<file path="src/rtl/pnf_pkg.sv">
package pnf_pkg;

  typedef enum logic [2:0] {
    PH_IDLE,
    PH_EN_SET,
    PH_EN_GET,
    PH_LOAD,
    PH_POLL,
    PH_READ,
    PH_EXIT
  } phase_t;

  localparam logic [1:0] RES_OK     = 2'd0;
  localparam logic [1:0] RES_ENABLE = 2'd1;
  localparam logic [1:0] RES_LOAD   = 2'd2;
  localparam logic [1:0] RES_READ   = 2'd3;

  localparam logic [7:0] OP_FEAT_WR  = 8'h1F;
  localparam logic [7:0] OP_FEAT_RD  = 8'h0F;
  localparam logic [7:0] OP_LOAD     = 8'h13;
  localparam logic [7:0] OP_RD_SLOW  = 8'h03;
  localparam logic [7:0] OP_RD_FAST  = 8'h0B;
  localparam logic [7:0] ADDR_CFG    = 8'hB0;
  localparam logic [7:0] ADDR_STAT   = 8'hC0;
  localparam logic [7:0] CFG_ENTER   = 8'h40;
  localparam logic [7:0] CFG_LEAVE   = 8'h00;
  localparam logic [23:0] PAGE_ROW   = 24'h000004;
  localparam int ENABLE_BIT = 6;
  localparam int BUSY_BIT   = 0;

endpackage

</file>
<file path="src/rtl/pnf_step_counter.sv">
module pnf_step_counter #(
  parameter int LIMIT = 4
) (
  input  logic clk,
  input  logic rst,
  input  logic clr,
  input  logic inc,
  output logic at_last
);
  localparam int CW = (LIMIT > 1) ? $clog2(LIMIT) : 1;

  logic [CW-1:0] cnt_q;

  always_ff @(posedge clk) begin
    if (rst || clr) begin
      cnt_q <= '0;
    end else if (inc && !at_last) begin
      cnt_q <= cnt_q + 1'b1;
    end
  end

  assign at_last = (int'(cnt_q) == LIMIT - 1);
endmodule

</file>
<file path="src/rtl/pnf_frame_gen.sv">
module pnf_frame_gen
  import pnf_pkg::*;
#(
  parameter int LEN_W      = 12,
  parameter bit FAST_READ  = 1'b0,
  parameter bit SLOW_DUMMY = 1'b1
) (
  input  phase_t           phase,
  input  logic [LEN_W:0]   idx,
  input  logic [15:0]      col,
  input  logic [LEN_W-1:0] len,
  output logic [7:0]       tx_byte,
  output logic             last,
  output logic             data_slot
);
  localparam int HDR = (FAST_READ || SLOW_DUMMY) ? 4 : 3;

  logic [7:0]     rd_op;
  logic [LEN_W:0] rd_end;

  generate
    if (FAST_READ) begin : g_fast
      assign rd_op = OP_RD_FAST;
    end else begin : g_slow
      assign rd_op = OP_RD_SLOW;
    end
  endgenerate

  assign rd_end = {1'b0, len} + (LEN_W+1)'(HDR - 1);

  always_comb begin
    tx_byte   = 8'h00;
    last      = 1'b0;
    data_slot = 1'b0;
    unique case (phase)
      PH_EN_SET, PH_EXIT: begin
        case (idx)
          0:       tx_byte = OP_FEAT_WR;
          1:       tx_byte = ADDR_CFG;
          default: tx_byte = (phase == PH_EN_SET) ? CFG_ENTER : CFG_LEAVE;
        endcase
        last = (idx == 2);
      end
      PH_EN_GET, PH_POLL: begin
        case (idx)
          0:       tx_byte = OP_FEAT_RD;
          1:       tx_byte = (phase == PH_EN_GET) ? ADDR_CFG : ADDR_STAT;
          default: tx_byte = 8'h00;
        endcase
        last = (idx == 2);
      end
      PH_LOAD: begin
        case (idx)
          0:       tx_byte = OP_LOAD;
          1:       tx_byte = PAGE_ROW[23:16];
          2:       tx_byte = PAGE_ROW[15:8];
          default: tx_byte = PAGE_ROW[7:0];
        endcase
        last = (idx == 3);
      end
      PH_READ: begin
        case (idx)
          0:       tx_byte = rd_op;
          1:       tx_byte = col[15:8];
          2:       tx_byte = col[7:0];
          default: tx_byte = 8'h00;
        endcase
        last      = (idx == rd_end);
        data_slot = (idx >= (LEN_W+1)'(HDR));
      end
      default: begin
        tx_byte = 8'h00;
      end
    endcase
  end
endmodule

</file>
<file path="src/rtl/pnf_param_fetch.sv">
module pnf_param_fetch
  import pnf_pkg::*;
#(
  parameter int LEN_W      = 12,
  parameter int PAGE_SPAN  = 2176,
  parameter int REG_TRIES  = 3,
  parameter int LOAD_TRIES = 3,
  parameter int POLL_LIMIT = 1000,
  parameter bit FAST_READ  = 1'b0,
  parameter bit SLOW_DUMMY = 1'b1
) (
  input  logic             clk,
  input  logic             rst,
  input  logic             start_i,
  input  logic [15:0]      col_i,
  input  logic [LEN_W-1:0] len_i,
  output logic             busy_o,
  output logic             done_o,
  output logic [1:0]       err_o,
  output logic             out_valid_o,
  output logic [7:0]       out_data_o,
  output logic             spi_req_o,
  output logic [7:0]       spi_tx_o,
  output logic             spi_last_o,
  input  logic             spi_ack_i,
  input  logic [7:0]       spi_rx_i
);
  phase_t           phase_q;
  logic [LEN_W:0]   idx_q;
  logic [15:0]      col_q;
  logic [LEN_W-1:0] len_q;
  logic             req_q, last_q, busy_q, done_q, ov_q;
  logic [7:0]       tx_q, od_q;
  logic [1:0]       err_q;

  logic [7:0] fg_tx;
  logic       fg_last, fg_data;
  logic       frame_end, accept, rd_bad;
  logic       en_ok, stat_busy;
  logic       reg_clr, reg_inc, reg_last;
  logic       load_inc, load_last;
  logic       poll_clr, poll_inc, poll_last;
  logic [31:0] win_end;

  pnf_frame_gen #(
    .LEN_W(LEN_W), .FAST_READ(FAST_READ), .SLOW_DUMMY(SLOW_DUMMY)
  ) u_frame (
    .phase(phase_q), .idx(idx_q), .col(col_q), .len(len_q),
    .tx_byte(fg_tx), .last(fg_last), .data_slot(fg_data)
  );

  assign accept    = (phase_q == PH_IDLE) && start_i;
  assign frame_end = req_q && spi_ack_i && fg_last;
  assign en_ok     = spi_rx_i[ENABLE_BIT];
  assign stat_busy = spi_rx_i[BUSY_BIT];
  assign win_end   = 32'(col_q) + 32'(len_q);
  assign rd_bad    = (len_q == '0) || (win_end > 32'(PAGE_SPAN));

  always_comb begin
    reg_clr  = accept;
    reg_inc  = frame_end && (phase_q == PH_EN_GET) && !en_ok;
    poll_clr = frame_end && (phase_q == PH_LOAD);
    poll_inc = frame_end && (phase_q == PH_POLL) && stat_busy;
    load_inc = poll_inc && poll_last;
  end

  pnf_step_counter #(.LIMIT(REG_TRIES)) u_reg_cnt (
    .clk(clk), .rst(rst), .clr(reg_clr), .inc(reg_inc), .at_last(reg_last)
  );

  pnf_step_counter #(.LIMIT(LOAD_TRIES)) u_load_cnt (
    .clk(clk), .rst(rst), .clr(reg_clr), .inc(load_inc), .at_last(load_last)
  );

  pnf_step_counter #(.LIMIT(POLL_LIMIT)) u_poll_cnt (
    .clk(clk), .rst(rst), .clr(poll_clr), .inc(poll_inc), .at_last(poll_last)
  );

  always_ff @(posedge clk) begin
    if (rst) begin
      phase_q <= PH_IDLE;
      idx_q   <= '0;
      col_q   <= '0;
      len_q   <= '0;
      req_q   <= 1'b0;
      tx_q    <= 8'h00;
      last_q  <= 1'b0;
      busy_q  <= 1'b0;
      done_q  <= 1'b0;
      err_q   <= RES_OK;
      ov_q    <= 1'b0;
      od_q    <= 8'h00;
    end else begin
      done_q <= 1'b0;
      ov_q   <= 1'b0;
      if (phase_q == PH_IDLE) begin
        if (start_i) begin
          col_q   <= col_i;
          len_q   <= len_i;
          busy_q  <= 1'b1;
          err_q   <= RES_OK;
          idx_q   <= '0;
          phase_q <= PH_EN_SET;
        end
      end else if (!req_q) begin
        req_q  <= 1'b1;
        tx_q   <= fg_tx;
        last_q <= fg_last;
      end else if (spi_ack_i) begin
        req_q <= 1'b0;
        if ((phase_q == PH_READ) && fg_data) begin
          ov_q <= 1'b1;
          od_q <= spi_rx_i;
        end
        if (!fg_last) begin
          idx_q <= idx_q + 1'b1;
        end else begin
          idx_q <= '0;
          unique case (phase_q)
            PH_EN_SET: phase_q <= PH_EN_GET;
            PH_EN_GET: begin
              if (en_ok) begin
                phase_q <= PH_LOAD;
              end else if (reg_last) begin
                err_q   <= RES_ENABLE;
                phase_q <= PH_EXIT;
              end else begin
                phase_q <= PH_EN_SET;
              end
            end
            PH_LOAD: phase_q <= PH_POLL;
            PH_POLL: begin
              if (!stat_busy) begin
                if (rd_bad) begin
                  err_q   <= RES_READ;
                  phase_q <= PH_EXIT;
                end else begin
                  phase_q <= PH_READ;
                end
              end else if (poll_last) begin
                if (load_last) begin
                  err_q   <= RES_LOAD;
                  phase_q <= PH_EXIT;
                end else begin
                  phase_q <= PH_LOAD;
                end
              end
            end
            PH_READ: phase_q <= PH_EXIT;
            PH_EXIT: begin
              phase_q <= PH_IDLE;
              busy_q  <= 1'b0;
              done_q  <= 1'b1;
            end
            default: phase_q <= PH_IDLE;
          endcase
        end
      end
    end
  end

  assign busy_o      = busy_q;
  assign done_o      = done_q;
  assign err_o       = err_q;
  assign out_valid_o = ov_q;
  assign out_data_o  = od_q;
  assign spi_req_o   = req_q;
  assign spi_tx_o    = tx_q;
  assign spi_last_o  = last_q;
endmodule

</file>
<file path="config.mk">
export PLATFORM = sky130hd
export DESIGN_NAME = pnf_param_fetch
export DESIGN_NICKNAME = d
export VERILOG_FILES = /design/src/rtl/pnf_pkg.sv /design/src/rtl/pnf_step_counter.sv /design/src/rtl/pnf_frame_gen.sv /design/src/rtl/pnf_param_fetch.sv
export SDC_FILE = /design/constraint.sdc
export NUM_CORES = 1
export LEC_CHECK = 0
export BUFFER_PORTS_ARGS = -buffer_cell sky130_fd_sc_hd__buf_2
export CAP_MARGIN = 10
export CORE_AREA = 10 10 122 169
export DETAILED_ROUTE_END_ITERATION = 6
export DIE_AREA = 0 0 132 179
export GPL_TIMING_DRIVEN = 0
export MAX_ROUTING_LAYER = met4
export PLACE_DENSITY = 0.57
export SLEW_MARGIN = 10
export SYNTH_ARGS = -nofsm -noshare
export SYNTH_HDL_FRONTEND = slang
export SYNTH_SLANG_ARGS = --single-unit
</file>
<file path="constraint.sdc">
create_clock -name clk -period 8.4 [get_ports clk]
set_input_delay 1.68 -clock clk [delete_from_list [all_inputs] [get_ports clk]]
set_output_delay 1.68 -clock clk [all_outputs]
set_load 0.02 [all_outputs]
</file>
* After elaboration in Yosys (flattened, before gate mapping)
Cells that the tools add are included.
** Storage, ports and cells
- Flip-flop bits (word level) :: 81
- Input port bits :: 40
- Output and inout port bits :: 23
- Word-level logic and storage cells :: 135
** Cells by class
- Add/subtract/negate cells :: 6
- Magnitude comparators :: 2
- Eq/ne operators :: 19
- Multiplexer cells :: 48
- Bitwise operators :: 4
- Reduce and logical (&&, ||, !) cells :: 41
** Operators with widths (count)
- $mux 13 :: 5
- $pmux 8 s2 :: 2
- $pmux 8 s4 :: 1
- $mux 3 :: 10
- $eq 13x2->1 const B :: 2
- $mux 2 :: 12
- $pmux 8 s3 :: 1
- $add 16x12->17 :: 1
- $gt 17x12->1 const B :: 1
- $pmux 3 s5 :: 1
- $mux 7 :: 2
- $add 12x2->13 const B :: 1
- $add 13x1->13 const B :: 1
- $eq 13x1->1 const B :: 1
- $eq 13x13->1 :: 1
- $ge 13x3->1 const B :: 1
- $logic_and 1x1->1 :: 13
- $logic_not 13->1 :: 1
- $logic_not 12->1 :: 1
- $mux 1 :: 11
- $add 10x1->10 const B :: 1
- $eq 10x6->1 const B :: 1
- $pmux 5 s2 :: 1
- $reduce_and 10->1 :: 1
- 25 further kinds :: 47

* Longest topological paths before layout
Gate-level depths: netlist of the first run.
- Depth after elaboration :: 10
- Depth in mapped cells :: 14
- Mapped depth without buffers :: 11

* Cells and area by module
From an unflattened synthesis of the first run, not the netlist that was laid out.
** Second synthesis, totals
- Cells, all modules :: 660
- Area, all modules :: 5154.9 µm²
** Modules (own cells, without submodules)
- pnf_param_fetch :: instances 1, cells an instance 428, area each 3442.1 µm², seq. area each 1341.3 µm²
- pnf_frame_gen :: instances 1, cells an instance 149, area each 939.7 µm², seq. area each 0.0 µm²
- pnf_step_counter at u_poll_cnt :: instances 1, cells an instance 65, area each 563.0 µm², seq. area each 200.2 µm²
- pnf_step_counter at u_load_cnt ... :: instances 2, cells an instance 9, area each 105.1 µm², seq. area each 40.0 µm²

* Worst setup path after synthesis of the first run
No wires, ideal clock.
- Path type :: register to register
- Start point :: register len_q[0]
- End point :: register u_poll_cnt.cnt_q[8]
- Setup time :: 0.154 ns
- Arrival :: 2.859 ns
- Required time :: 8.246 ns
- Slack :: 5.386 ns
- Cell stages (with the launch flop) :: 14
- Buffers on the path :: 2
- Clock period less this slack :: 3.014 ns
- Path through :: dfxtp_1 > inv_1 > ha_1 > clkbuf_1 > nand2b_1 > nor4_1 > xnor2_1 > nand4_1 > nor4_1 > a21oi_2 > buf_4 > or2_1 > o41ai_1 > a21oi_1
** Between the ends
- Cells in the longest elaborated chain, start to end :: 7
- Elaborated cells on any way between the ends :: 9
- Classes of those cells :: add/sub (1); eq/ne (1); mux (1); reduce/logical (6)
** RTL lines
- start: declaration :: line pnf_param_fetch.sv:31 : logic [LEN_W-1:0] len_q;
- start signal: assignment :: line pnf_param_fetch.sv:99 : len_q <= len_i;
- $add 12x2->13 * :: line pnf_frame_gen.sv:29 : assign rd_end = {1'b0, len} + (LEN_W+1)'(HDR - 1);
- $eq 13x13->1 * :: line pnf_frame_gen.sv:68 : last = (idx == rd_end);
- $pmux 1 s3 * :: line pnf_frame_gen.sv:35 : unique case (phase)
- $logic_and 1x1->1 * :: line pnf_param_fetch.sv:53 : assign frame_end = req_q && spi_ack_i && fg_last;
- $logic_and 1x1->1 (2 in a row) :: line pnf_param_fetch.sv:63 : poll_inc = frame_end && (phase_q == PH_POLL) && stat_busy;
- $logic_and 1x1->1 :: line pnf_step_counter.sv:17 : end else if (inc && !at_last) begin
- end signal: assignment :: line pnf_step_counter.sv:18 : cnt_q <= cnt_q + 1'b1;
- end: declaration :: line pnf_step_counter.sv:12 : logic [CW-1:0] cnt_q;
Mark *: on every way between the ends. The rest lies on a longest branch, timed or not.
A chain may end at the register's enable or synchronous reset.

* Worst setup path in the final report of the first run
- Start point :: register len_q[0]
- End point :: register err_q[1], in the netlist err_o[1]
** Between the ends
- Cells in the longest elaborated chain, start to end :: 5
- Elaborated cells on any way between the ends :: 10
- Classes of those cells :: add/sub (2); order compare (1); eq/ne (2); mux (1); reduce/logical (4)
** RTL lines
- $add 16x12->17 or $add 12x2->13 (tied branches) :: line pnf_param_fetch.sv:56, pnf_frame_gen.sv:29
- $gt 17x12->1 or $eq 13x13->1 (tied branches) :: line pnf_param_fetch.sv:57, pnf_frame_gen.sv:68
- $logic_or 1x1->1 or $pmux 1 s3 (tied branches) :: line pnf_param_fetch.sv:57, pnf_frame_gen.sv:35
- $ne 4x4->1 (no source line) or $reduce_bool 2->1 (tied branches)
- $reduce_and 10->1 (no source line) *
- end signal: assignment :: line pnf_param_fetch.sv:90 : err_q <= RES_OK;
- end signal: assignment :: line pnf_param_fetch.sv:101 : err_q <= RES_OK;
- end signal: assignment :: line pnf_param_fetch.sv:125 : err_q <= RES_ENABLE;
- end: declaration :: line pnf_param_fetch.sv:34 : logic [1:0] err_q;
Marked as above.

==> flow_summary_export.csv, run 1 <==
group,metric,value,unit
routing,detail_routed_via_count_per_cell,5.11,
clocking,ctsResizeCount,0,
floorplan,start_util,29.2,%
synth,synthArstFlopShare,0,%
routing,drt_iter0_markers,295,
global_routing,antenna_found_initial,0,
floorplan,rows,58,
power,leakagePower,2.32,nW
worst_setup_path,critical_path_peak_fanout,8,
place,place.detailed.hpwl,12.3,mm
power,totalPowerFinal,0.00137,W
timing,final-setup-viol-count,0,
timing,post-route-period-util,46.5,%
global_routing,global_route.overflow_total,0,
floorplan,die_width,132,microns
timing,fin_skew,8.16,ps
synth,area_fraction_of_the_dominant_cell_type_after_synthesis,31.5,%
worst_hold_path,holdCritPathClass,"reg2reg",
clocking,clock_tree_from_tritoncts,"done",
synth,postSynthRegisterBits,81,
timing,finalWorstPathRequiredPeriod,3910,ps
synth,syn_inst,673,
synth,synthesis.yosys.warnings,0,
floorplan,ioPinCount,63,
power,power_density,226,mW/mm^2
synth,yosysSeqAreaShare,31.5,%
cells_and_area,multiInputGateArea,0.00328,sq mm
cells_and_area,layoutNonFillerInstCount,990,
cells_and_area,area_grow_syn2layout,17.3,%
synth,synth.largest_area_cell,"dfxtp_1",
cells_and_area,seqCellArea,0.00162,sq mm
floorplan,coreArea,0.0176,sq mm
cells_and_area,final.fill_count,1907,
clocking,clk-insertion-delay-late,350,ps
place,placed_cells,974,
routing,routed_wirelength,15.8,mm
global_routing,grt_start_max_net_pins,16,
worst_setup_path,critPathCaptureType,"flop",
outcome,outcome,"completed",
synth,synth.top_cells.by_area,"dfxtp_1, nand2_1, a21oi_1",
routing,drt-wirelength-per-cell,16.0,microns
global_routing,grt_pass1_wl,25.4,mm
clocking,cts_hold_buffers,0,
routing,firstDrtPassIters,5,
power,ir_drop,0.0887,mV
timing,setup_tns,0,ps
cells_and_area,layout_common_cells,"nand2_1, dfxtp_1, buf_2",
timing,maxClockFrequency,0.256,GHz
clocking,cts-root-buf,"clkbuf_16",
cells_and_area,layout.cells.most_common,"nand2_1",
routing,dr_total_vias,5062,
timing,rsz0062_at_grt,"no",
place,numPortBuffers,61,
run,timing.max_cap.violations,0,
floorplan,design.die.area,0.0236,sq mm
clocking,cts_buffers,9,
place,placer_congestion,0.937,
worst_setup_path,path_type_of_the_worst_setup_path,"reg2reg",
routing,drc_errors,0,
synth,postSynthNetCount,734,
cells_and_area,n_antenna_cell,0,
cells_and_area,post_route_cells_drive_above_1_share,13.9,%
timing,max_slew.worst_pin.slew,1050,ps
clocking,post_cts_buffers,0,
timing,final_hold_viol_count,0,
clocking,clock-sinks,81,
worst_setup_path,ff2ff_setup_slack,4490,ps
global_routing,globalRouteTotalUtil,13.6,%
clocking,cts_max_level,3,
worst_setup_path,worstPathRequired,8680,ps
synth,netlist-cell-type-count,73,
floorplan,die_y,179,microns
worst_setup_path,timing.critical_path.arrival,4190,ps
timing,slew_headroom,29.0,%
clocking,ctsLongestPathBuffers,2,
clocking,clkTransAtPathRegs,70,ps
worst_setup_path,critPathLaunchType,"flop",
cells_and_area,finalNetCount,806,
timing,final_max_slew_viol_count,0,
global_routing,grt_pass1_vias,4898,
cells_and_area,final_core_util,34.3,%
synth,syn_area_per_cell,7.65,sq um
routing,antenna_left,0,
synth,synth_area,0.00515,sq mm
synth,synth_edf_count,0,
synth,postSynth.topFlopCell,"dfxtp_1",
-- worst max-delay path: stages, from the launching register on --
cell and delay, ps:
dfxtp_1 420, ha_1 280, fa_1 430, a211oi_1 240, o21ai_0 200, xor2_1 190, a211o_1 280, o21a_1 170
o311ai_0 820, a31oi_1 340, a31o_2 310, a21oi_1 140
-- power by group --
| group | switching (W) | total, W | internal [W] |
|---|---|---|---|
| combinational | 0.000328 | 0.000497 | 0.000168 |
| sequential | 0.0000543 | 0.000481 | 0.000427 |
| clock | 0.000176 | 0.000388 | 0.000212 |
| total | 0.000559 | 0.00137 | 0.000808 |
-- Yosys cell counts (5+ instances only) --
cell type and n:
a21o_1 6, nand3_1 16, o22ai_1 5, clkbuf_1 31
xnor2_1 19, a31oi_1 7, nor3_1 16, inv_1 19
mux2i_1 9, nor2_1 68, o21ai_0 26, or3_1 9
ha_1 20, o21a_1 5, nand2_1 102, xor2_1 12
dfxtp_1 81, nand4_1 12, nor4_1 5, a211oi_1 10
and2_1 10, buf_2 8, nand3b_1 6, and3_1 7
a21oi_1 64
-- stage by stage --
step           hold slack, ps  worst slack, ps  instance area [sq um]
6_report                  459             4490                   6040
5_1_grt                   491             4310                   6040
4_1_cts                   459             4540                   6040
3_5_place_dp              449             4560                   5760
3_3_place_gp              446             4590                   5760
2_1_floorplan             447             5390                   5150
-- final timing paths --
kind | start | to | depth (start not counted)
min reg2reg | spi_tx_o[2] | spi_tx_o[2] | 2
max | len_q[0] | err_o[1] | 11
max reg2reg | len_q[0] | err_o[1] | 11
min | spi_tx_o[2] | spi_tx_o[2] | 2
-- flip-flops by register name, indices dropped and copies added (netlist names), 2 cells and up --
name,cells
col_q,16
idx_q,13
len_q,12
u_poll_cnt.cnt_q,10
out_data_o,8
spi_tx_o,8
phase_q,3
err_o,2
u_load_cnt.cnt_q,2
u_reg_cnt.cnt_q,2
-- area by class of cell --
type / count / share of cell area, %
multi-input cells: 530 / 54.3
flip-flops and latches: 81 / 26.8
repair buffers: 61 / 5.05
well taps: 240 / 4.97
clock buffers: 10 / 3.95
plain buffers: 42 / 2.84
inverters: 20 / 1.24
clock inverters: 6 / 0.807
-- cells by family (layout without fill, tap and decap cells) --
logic type / count (synthesis) / in the layout / synth area share [%]
DFF: 81 / 81 / 31.5
buffers and inverters: 62 / 139 / 4.79
xor gates and xnor gates: 33 / 33 / 6.17
and+or+nand+nor: 289 / 289 / 28.1
adders and majority gates: 21 / 21 / 5.25
AOI/OAI and AO/OA: 177 / 177 / 22.3
muxes: 10 / 10 / 1.97
-- metal layers --
metal | routed length, microns | vias to the layer above | track usage, %
met5 | 0 | - | -
met4 | 444 | 0 | 5.67
met3 | 415 | 24 | 1.88
met2 | 8200 | 99 | 24.1
met1 | 6770 | 2381 | 15.1
li1 | - | 2558 | -
Power figures use the tool's default switching activity.
==> inputs of run 2 (changes only) <==
- ABC_AREA: not set -> 1
- PLACE_DENSITY: 0.57 -> 0.59
- clock period: 8.4 -> 3.29 ns (I/O delays scaled with it)
==> flow_summary_export.csv, run 2 <==
group,metric,value,unit
outcome,outcome,"completed",
timing,final.hold.worst_slack,461,ps
synth,synth.largest_area_cell,"dfxtp_1",
cells_and_area,layout_common_cells,"nand2_1, nor2_1, inv_1",
timing,post-route-period-util,79.8,%
cells_and_area,top_register,"col_q",
global_routing,globalRouteTotalUtil,14.0,%
worst_setup_path,timing.reg2reg.worst_path_depth,17,
timing,finalWorstPathRequiredPeriod,2630,ps
place,placer_congestion,0.896,
floorplan,coreArea,0.0176,sq mm
worst_hold_path,worst_hold_path.num_cells,2,
synth,postSynth.topFlopCell,"dfxtp_1",
timing,slew_headroom,41.8,%
synth,syn_area_per_cell,6.49,sq um
global_routing,grt_pass1_wl,25.9,mm
synth,postSynthRegisterBits,81,
floorplan,die_width,132,microns
timing,maxClockFrequency,0.381,GHz
synth,synthesis.yosys.warnings,0,
floorplan,ioPinCount,63,
floorplan,design.die.area,0.0236,sq mm
global_routing,grt_pass1_vias,5306,
global_routing,grt_start_max_net_pins,13,
synth,synth.top_cells.by_area,"dfxtp_1, nand2_1, nor2_1",
floorplan,start_util,29.2,%
synth,yosysSeqAreaShare,31.4,%
worst_setup_path,worstPathRequired,3540,ps
routing,detail_routed_via_count_per_cell,4.81,
clocking,ctsResizeCount,0,
timing,final_max_slew_viol_count,0,
routing,drc_errors,0,
global_routing,global_route.overflow_total,0,
place,place.detailed.hpwl,13.0,mm
routing,dr_total_vias,5341,
clocking,ctsLongestPathBuffers,2,
clocking,post_cts_buffers,0,
synth,area_fraction_of_the_dominant_cell_type_after_synthesis,31.4,%
worst_setup_path,critPathLaunchType,"flop",
timing,fin_skew,7.90,ps
cells_and_area,post_route_cells_drive_above_1_share,12.9,%
cells_and_area,largest_registers,"col_q (16), idx_q (13), len_q (12)",
routing,antenna_left,0,
cells_and_area,final_core_util,34.5,%
clocking,cts_buffers,9,
timing,final_hold_viol_count,0,
clocking,clock-sinks,81,
timing,max_slew.worst_pin.slew,867,ps
floorplan,rows,58,
place,numPortBuffers,61,
power,ir_drop,0.226,mV
routing,routed_wirelength,16.1,mm
clocking,cts_max_level,3,
timing,final-setup-viol-count,0,
cells_and_area,n_antenna_cell,0,
global_routing,antenna_found_initial,0,
timing,rsz0062_at_grt,"no",
timing,setup_tns,0,ps
worst_setup_path,critical_path_peak_fanout,5,
worst_setup_path,critPathCaptureType,"flop",
routing,drt_iter0_markers,247,
power,leakagePower,2.71,nW
cells_and_area,largest_reg_flops,16,
clocking,cts-root-buf,"clkbuf_16",
cells_and_area,finalNetCount,928,
worst_setup_path,timing.critical_path.arrival,2880,ps
synth,netlist-cell-type-count,46,
cells_and_area,seqCellArea,0.00162,sq mm
synth,netlist_top_cells_count,"nand2_1, nor2_1, inv_1",
power,power_density,700,mW/mm^2
clocking,cts_hold_buffers,0,
run,timing.max_cap.violations,0,
cells_and_area,area_grow_syn2layout,17.9,%
routing,firstDrtPassIters,4,
clocking,clkTransAtPathRegs,60,ps
clocking,clk-insertion-delay-late,350,ps
worst_hold_path,holdCritPathClass,"reg2reg",
synth,syn_inst,795,
floorplan,die_y,179,microns
cells_and_area,layout.cells.most_common,"nand2_1",
synth,synthArstFlopShare,0,%
cells_and_area,multiInputGateArea,0.00303,sq mm
synth,synth_edf_count,0,
clocking,clock_tree_from_tritoncts,"done",
cells_and_area,final.fill_count,1958,
synth,synth_area,0.00516,sq mm
routing,drt-wirelength-per-cell,14.5,microns
synth,yosys.cell_count.top_type,"nand2_1",
worst_setup_path,path_type_of_the_worst_setup_path,"reg2reg",
synth,postSynthNetCount,856,
-- run 2: path summary, 6_finish.rpt --
check / startpoint / to / slack (ps)
worst max-delay path: len_q[0] / err_o[0] / 660
worst min-delay path: spi_tx_o[7] / spi_tx_o[7] / 460
worst max register to register: len_q[0] / err_o[0] / 660
worst min register to register: spi_tx_o[7] / spi_tx_o[7] / 460
-- run 2: final cells by class --
type | instances | share of cell area [%]
Tap cell | 240 | 4.94
Clock inverter | 3 | 1.07
Multi-Input combinational cell | 586 | 49.8
Buffer | 19 | 1.58
Timing Repair Buffer | 61 | 5.02
Clock buffer | 11 | 4.16
Inverter | 109 | 6.77
Sequential cell | 81 | 26.7
-- run 2: critical path, cell delays in order, from the launching register on --
cell and delay [ps]:
dfxtp_1 360, ha_1 230, fa_1 450, nand3_1 120
nand2_1 140, nand2_1 100, nand2_1 90, xnor2_1 150
nand3_1 80, nand2_1 50, nand3_1 90, nand2_1 100
nand3_1 90, nand2_1 70, nor2_1 210, nand2_1 80
nand2_1 70, nor2_1 40
-- run 2: cell families after synthesis --
| logic type | after synthesis | share of synthesized area (%) |
|---|---|---|
| adders and majority gates | 21 | 5.24 |
| xor gates and xnor gates | 14 | 2.38 |
| DFF | 81 | 31.4 |
| and+or+nand+nor | 387 | 33.7 |
| AOI/OAI and AO/OA | 164 | 17.4 |
| buffers and inverters | 128 | 9.85 |
-- run 2: per-stage QoR --
| step | cell area [sq um] | instances | power, W | worst slack (ps) |
|---|---|---|---|---|
| 2_1_floorplan | 5160 | 795 | 0.00264 | 1140 |
| 3_3_place_gp | 5760 | 1096 | 0.00316 | 703 |
| 3_5_place_dp | 5760 | 1096 | 0.00317 | 655 |
| 4_1_cts | 6080 | 1110 | 0.00428 | 648 |
| 5_1_grt | 6080 | 1110 | 0.00459 | 399 |
| 6_report | 6080 | 1110 | 0.00426 | 664 |
-- run 2: power breakdown --
group	switching [W]	internal [W]	total (W)
Clock	0.000401	0.000696	0.00110
Sequential	0.000189	0.00116	0.00134
Combinational	0.00124	0.000572	0.00181
-- run 2: layer usage --
| layer | share of wire, % | wire, microns | vias up | global-route usage (%) |
|---|---|---|---|---|
| met4 | 2.8 | 452 | 0 | 6.60 |
| met2 | 52 | 8320 | 91 | 25.3 |
| met3 | 2.9 | 475 | 33 | 2.36 |
| li1 | - | - | 2763 | - |
| met1 | 43 | 6900 | 2454 | 14.7 |
| met5 | 0 | 0 | - | - |
==> inputs of run 3 (changes only) <==
- ABC_AREA: 1 -> 0
- PLACE_DENSITY: 0.59 -> 0.57
- clock period: 3.29 -> 2.7 ns (I/O delays scaled with it)
==> flow_summary_export.csv, run 3 (synthesized netlist as in run 1, its figures left out) <==
group,metric,value,unit
clocking,cts_buffers,9,
clocking,cts-root-buf,"clkbuf_16",
floorplan,ioPinCount,63,
routing,wl_met3,508,microns
cells_and_area,n_antenna_cell,0,
power,power.share.switching,41.7,%
timing,final-setup-viol-count,26,
cells_and_area,finish.instance_area,0.00689,sq mm
routing,detail_routed_via_count_per_cell,5.19,
worst_setup_path,worstPathRequired,2980,ps
timing,postLayoutSetupSlackWorst,-147,ps
worst_setup_path,ff2ff_setup_slack,-150,ps
global_routing,grt_pass1_wl,27.5,mm
cells_and_area,area_grow_syn2layout,33.9,%
timing,maxClockFrequency,0.351,GHz
cells_and_area,largest_reg_flops,16,
global_routing,grt_start_max_net_pins,18,
run,timing.max_cap.violations,0,
clocking,clock-sinks,81,
global_routing,global_route.overflow_total,0,
place,detailed_place.area,0.00587,sq mm
power,cellInternalPower,0.00270,W
worst_setup_path,critPathLaunchType,"flop",
power,combPwrFrac,40.3,%
timing,post-route-period-util,105,%
global_routing,globalRouteTotalUtil,14.8,%
outcome,outcome,"finished, violations left",
cells_and_area,layout.cells.most_common,"nand2_1",
place,placed_cells,974,
global_routing,antenna_found_initial,0,
clocking,cts_max_level,3,
timing,fin_skew,7.67,ps
place,place.detailed.hpwl,12.4,mm
cells_and_area,top_register,"col_q",
cells_and_area,layoutNonFillerInstCount,1016,
cells_and_area,final_core_util,39.1,%
floorplan,start_util,29.2,%
routing,firstDrtPassIters,5,
floorplan,die_width,132,microns
routing,drt-wirelength-per-cell,16.9,microns
timing,final_hold_viol_count,0,
routing,dr_total_vias,5272,
routing,drc_errors,0,
place,numPortBuffers,61,
clocking,ctsLongestPathBuffers,2,
timing,finalWorstPathRequiredPeriod,2850,ps
timing,final_max_slew_viol_count,0,
worst_hold_path,holdCritPathClass,"in2reg",
power,power_frac_clock,27.0,%
floorplan,coreArea,0.0176,sq mm
worst_setup_path,path_type_of_the_worst_setup_path,"reg2reg",
global_routing,grt_pass1_vias,5200,
floorplan,die_y,179,microns
timing,slew_headroom,41.3,%
worst_setup_path,critical_path_peak_fanout,5,
routing,maxUsedRoutingLayer,"met4",
routing,drt_iter0_markers,292,
timing,max_slew.worst_pin.slew,877,ps
place,placer_congestion,0.894,
worst_setup_path,critPathCaptureType,"flop",
clocking,cts_hold_buffers,0,
floorplan,design.die.area,0.0236,sq mm
clocking,clkTransAtPathRegs,70,ps
power,power_density,672,mW/mm^2
cells_and_area,post_route_cells_drive_above_1_share,28.0,%
timing,rsz0062_at_grt,"yes",
clocking,clk-insertion-delay-late,350,ps
cells_and_area,layout_common_cells,"nand2_1, dfxtp_1, buf_2",
routing,routed_wirelength,17.2,mm
power,pwr-share-seq,32.7,%
floorplan,rows,58,
cells_and_area,finalNetCount,832,
outcome,violations,"setup timing",
routing,wl_met2,8.83,mm
cells_and_area,final.fill_count,1831,
clocking,clock_tree_from_tritoncts,"done",
cells_and_area,largest_registers,"col_q (16), idx_q (13), len_q (12)",
worst_setup_path,timing.critical_path.arrival,3130,ps
timing,setup_tns,-1850,ps
power,switching_power,0.00193,W
power,leakagePower,2.75,nW
power,ir_drop,0.371,mV
routing,wl_met1,7.37,mm
routing,antenna_left,0,
## run 3: changes by cell type in the layout (fill, tap and decap cells not counted), sizes merged, moves of 9 or more
cell and delta:
and2 +11, buf +37, clkbuf +10, inv -82, mux2i +9, nand2 -70
nand3 -46, nand4 -9, nor2 -39, o21ai -37, or3 +9, xnor2 +15
## run 3: worst paths after layout
| path | start | to | cells past startpoint |
|---|---|---|---|
| worst max register to register | len_q[0] | err_o[0] | 10 |
| worst min register to register | spi_tx_o[4] | spi_tx_o[4] | 2 |
| worst max-delay path | len_q[0] | err_o[0] | 10 |
| worst min-delay path | spi_rx_i[5] | out_data_o[5] | 3 |
## run 3: area by class of cell
cell class	instances	area, sq um	share of cell area, %
plain buffers	34	194	2.81
clock buffers	9	225	3.27
clock inverters	7	71.3	1.03
inverters	20	75.1	1.09
multi-input cells	530	3740	54.3
flip-flops and latches	81	1660	24.0
well taps	240	300	4.36
repair buffers	95	628	9.11
## run 3: critical path, cell delays in order, from the launching register on
cell and delay (ps):
dfxtp_4 370, ha_4 160, fa_2 360, xor2_1 140, or3_1 340, a211o_1 280
o21a_1 210, o311ai_4 360, a31oi_4 170, a31o_2 280, a21oi_2 100
## run 3: metal layers
layer,global-route usage [%],vias up
met4,6.37,0
met3,1.74,29
met1,16.9,2515
met5,-,-
li1,-,2609
met2,25.6,119
## run 3: repair_timing
item	CTS	global route
gates resized for setup	72	49
pin swaps	53	32
setup buffers	27	6
endpoints found under the hold margin	0	0
gates cloned	2	0
setup endpoints to repair	34	37
## run 3: per-stage QoR
step	hold WS, ps	setup WS, ps	power [W]
2_1_floorplan	449	-8.34	0.00260
3_3_place_gp	460	-485	0.00308
3_5_place_dp	458	-447	0.00308
4_1_cts	415	-191	0.00451
5_1_grt	422	-290	0.00491
6_report	416	-147	0.00463
## run 3: power by group through the flow
| stage | Clock, W | Combinational [W] | Sequential (W) |
|---|---|---|---|
| global placement | 0 | 0.00155 | 0.00153 |
| detailed placement | 0 | 0.00156 | 0.00153 |
| finish | 0.00125 | 0.00187 | 0.00151 |
| global route | 0.00133 | 0.00205 | 0.00153 |
| floorplan | 0 | 0.00108 | 0.00152 |
| CTS | 0.00127 | 0.00173 | 0.00151 |
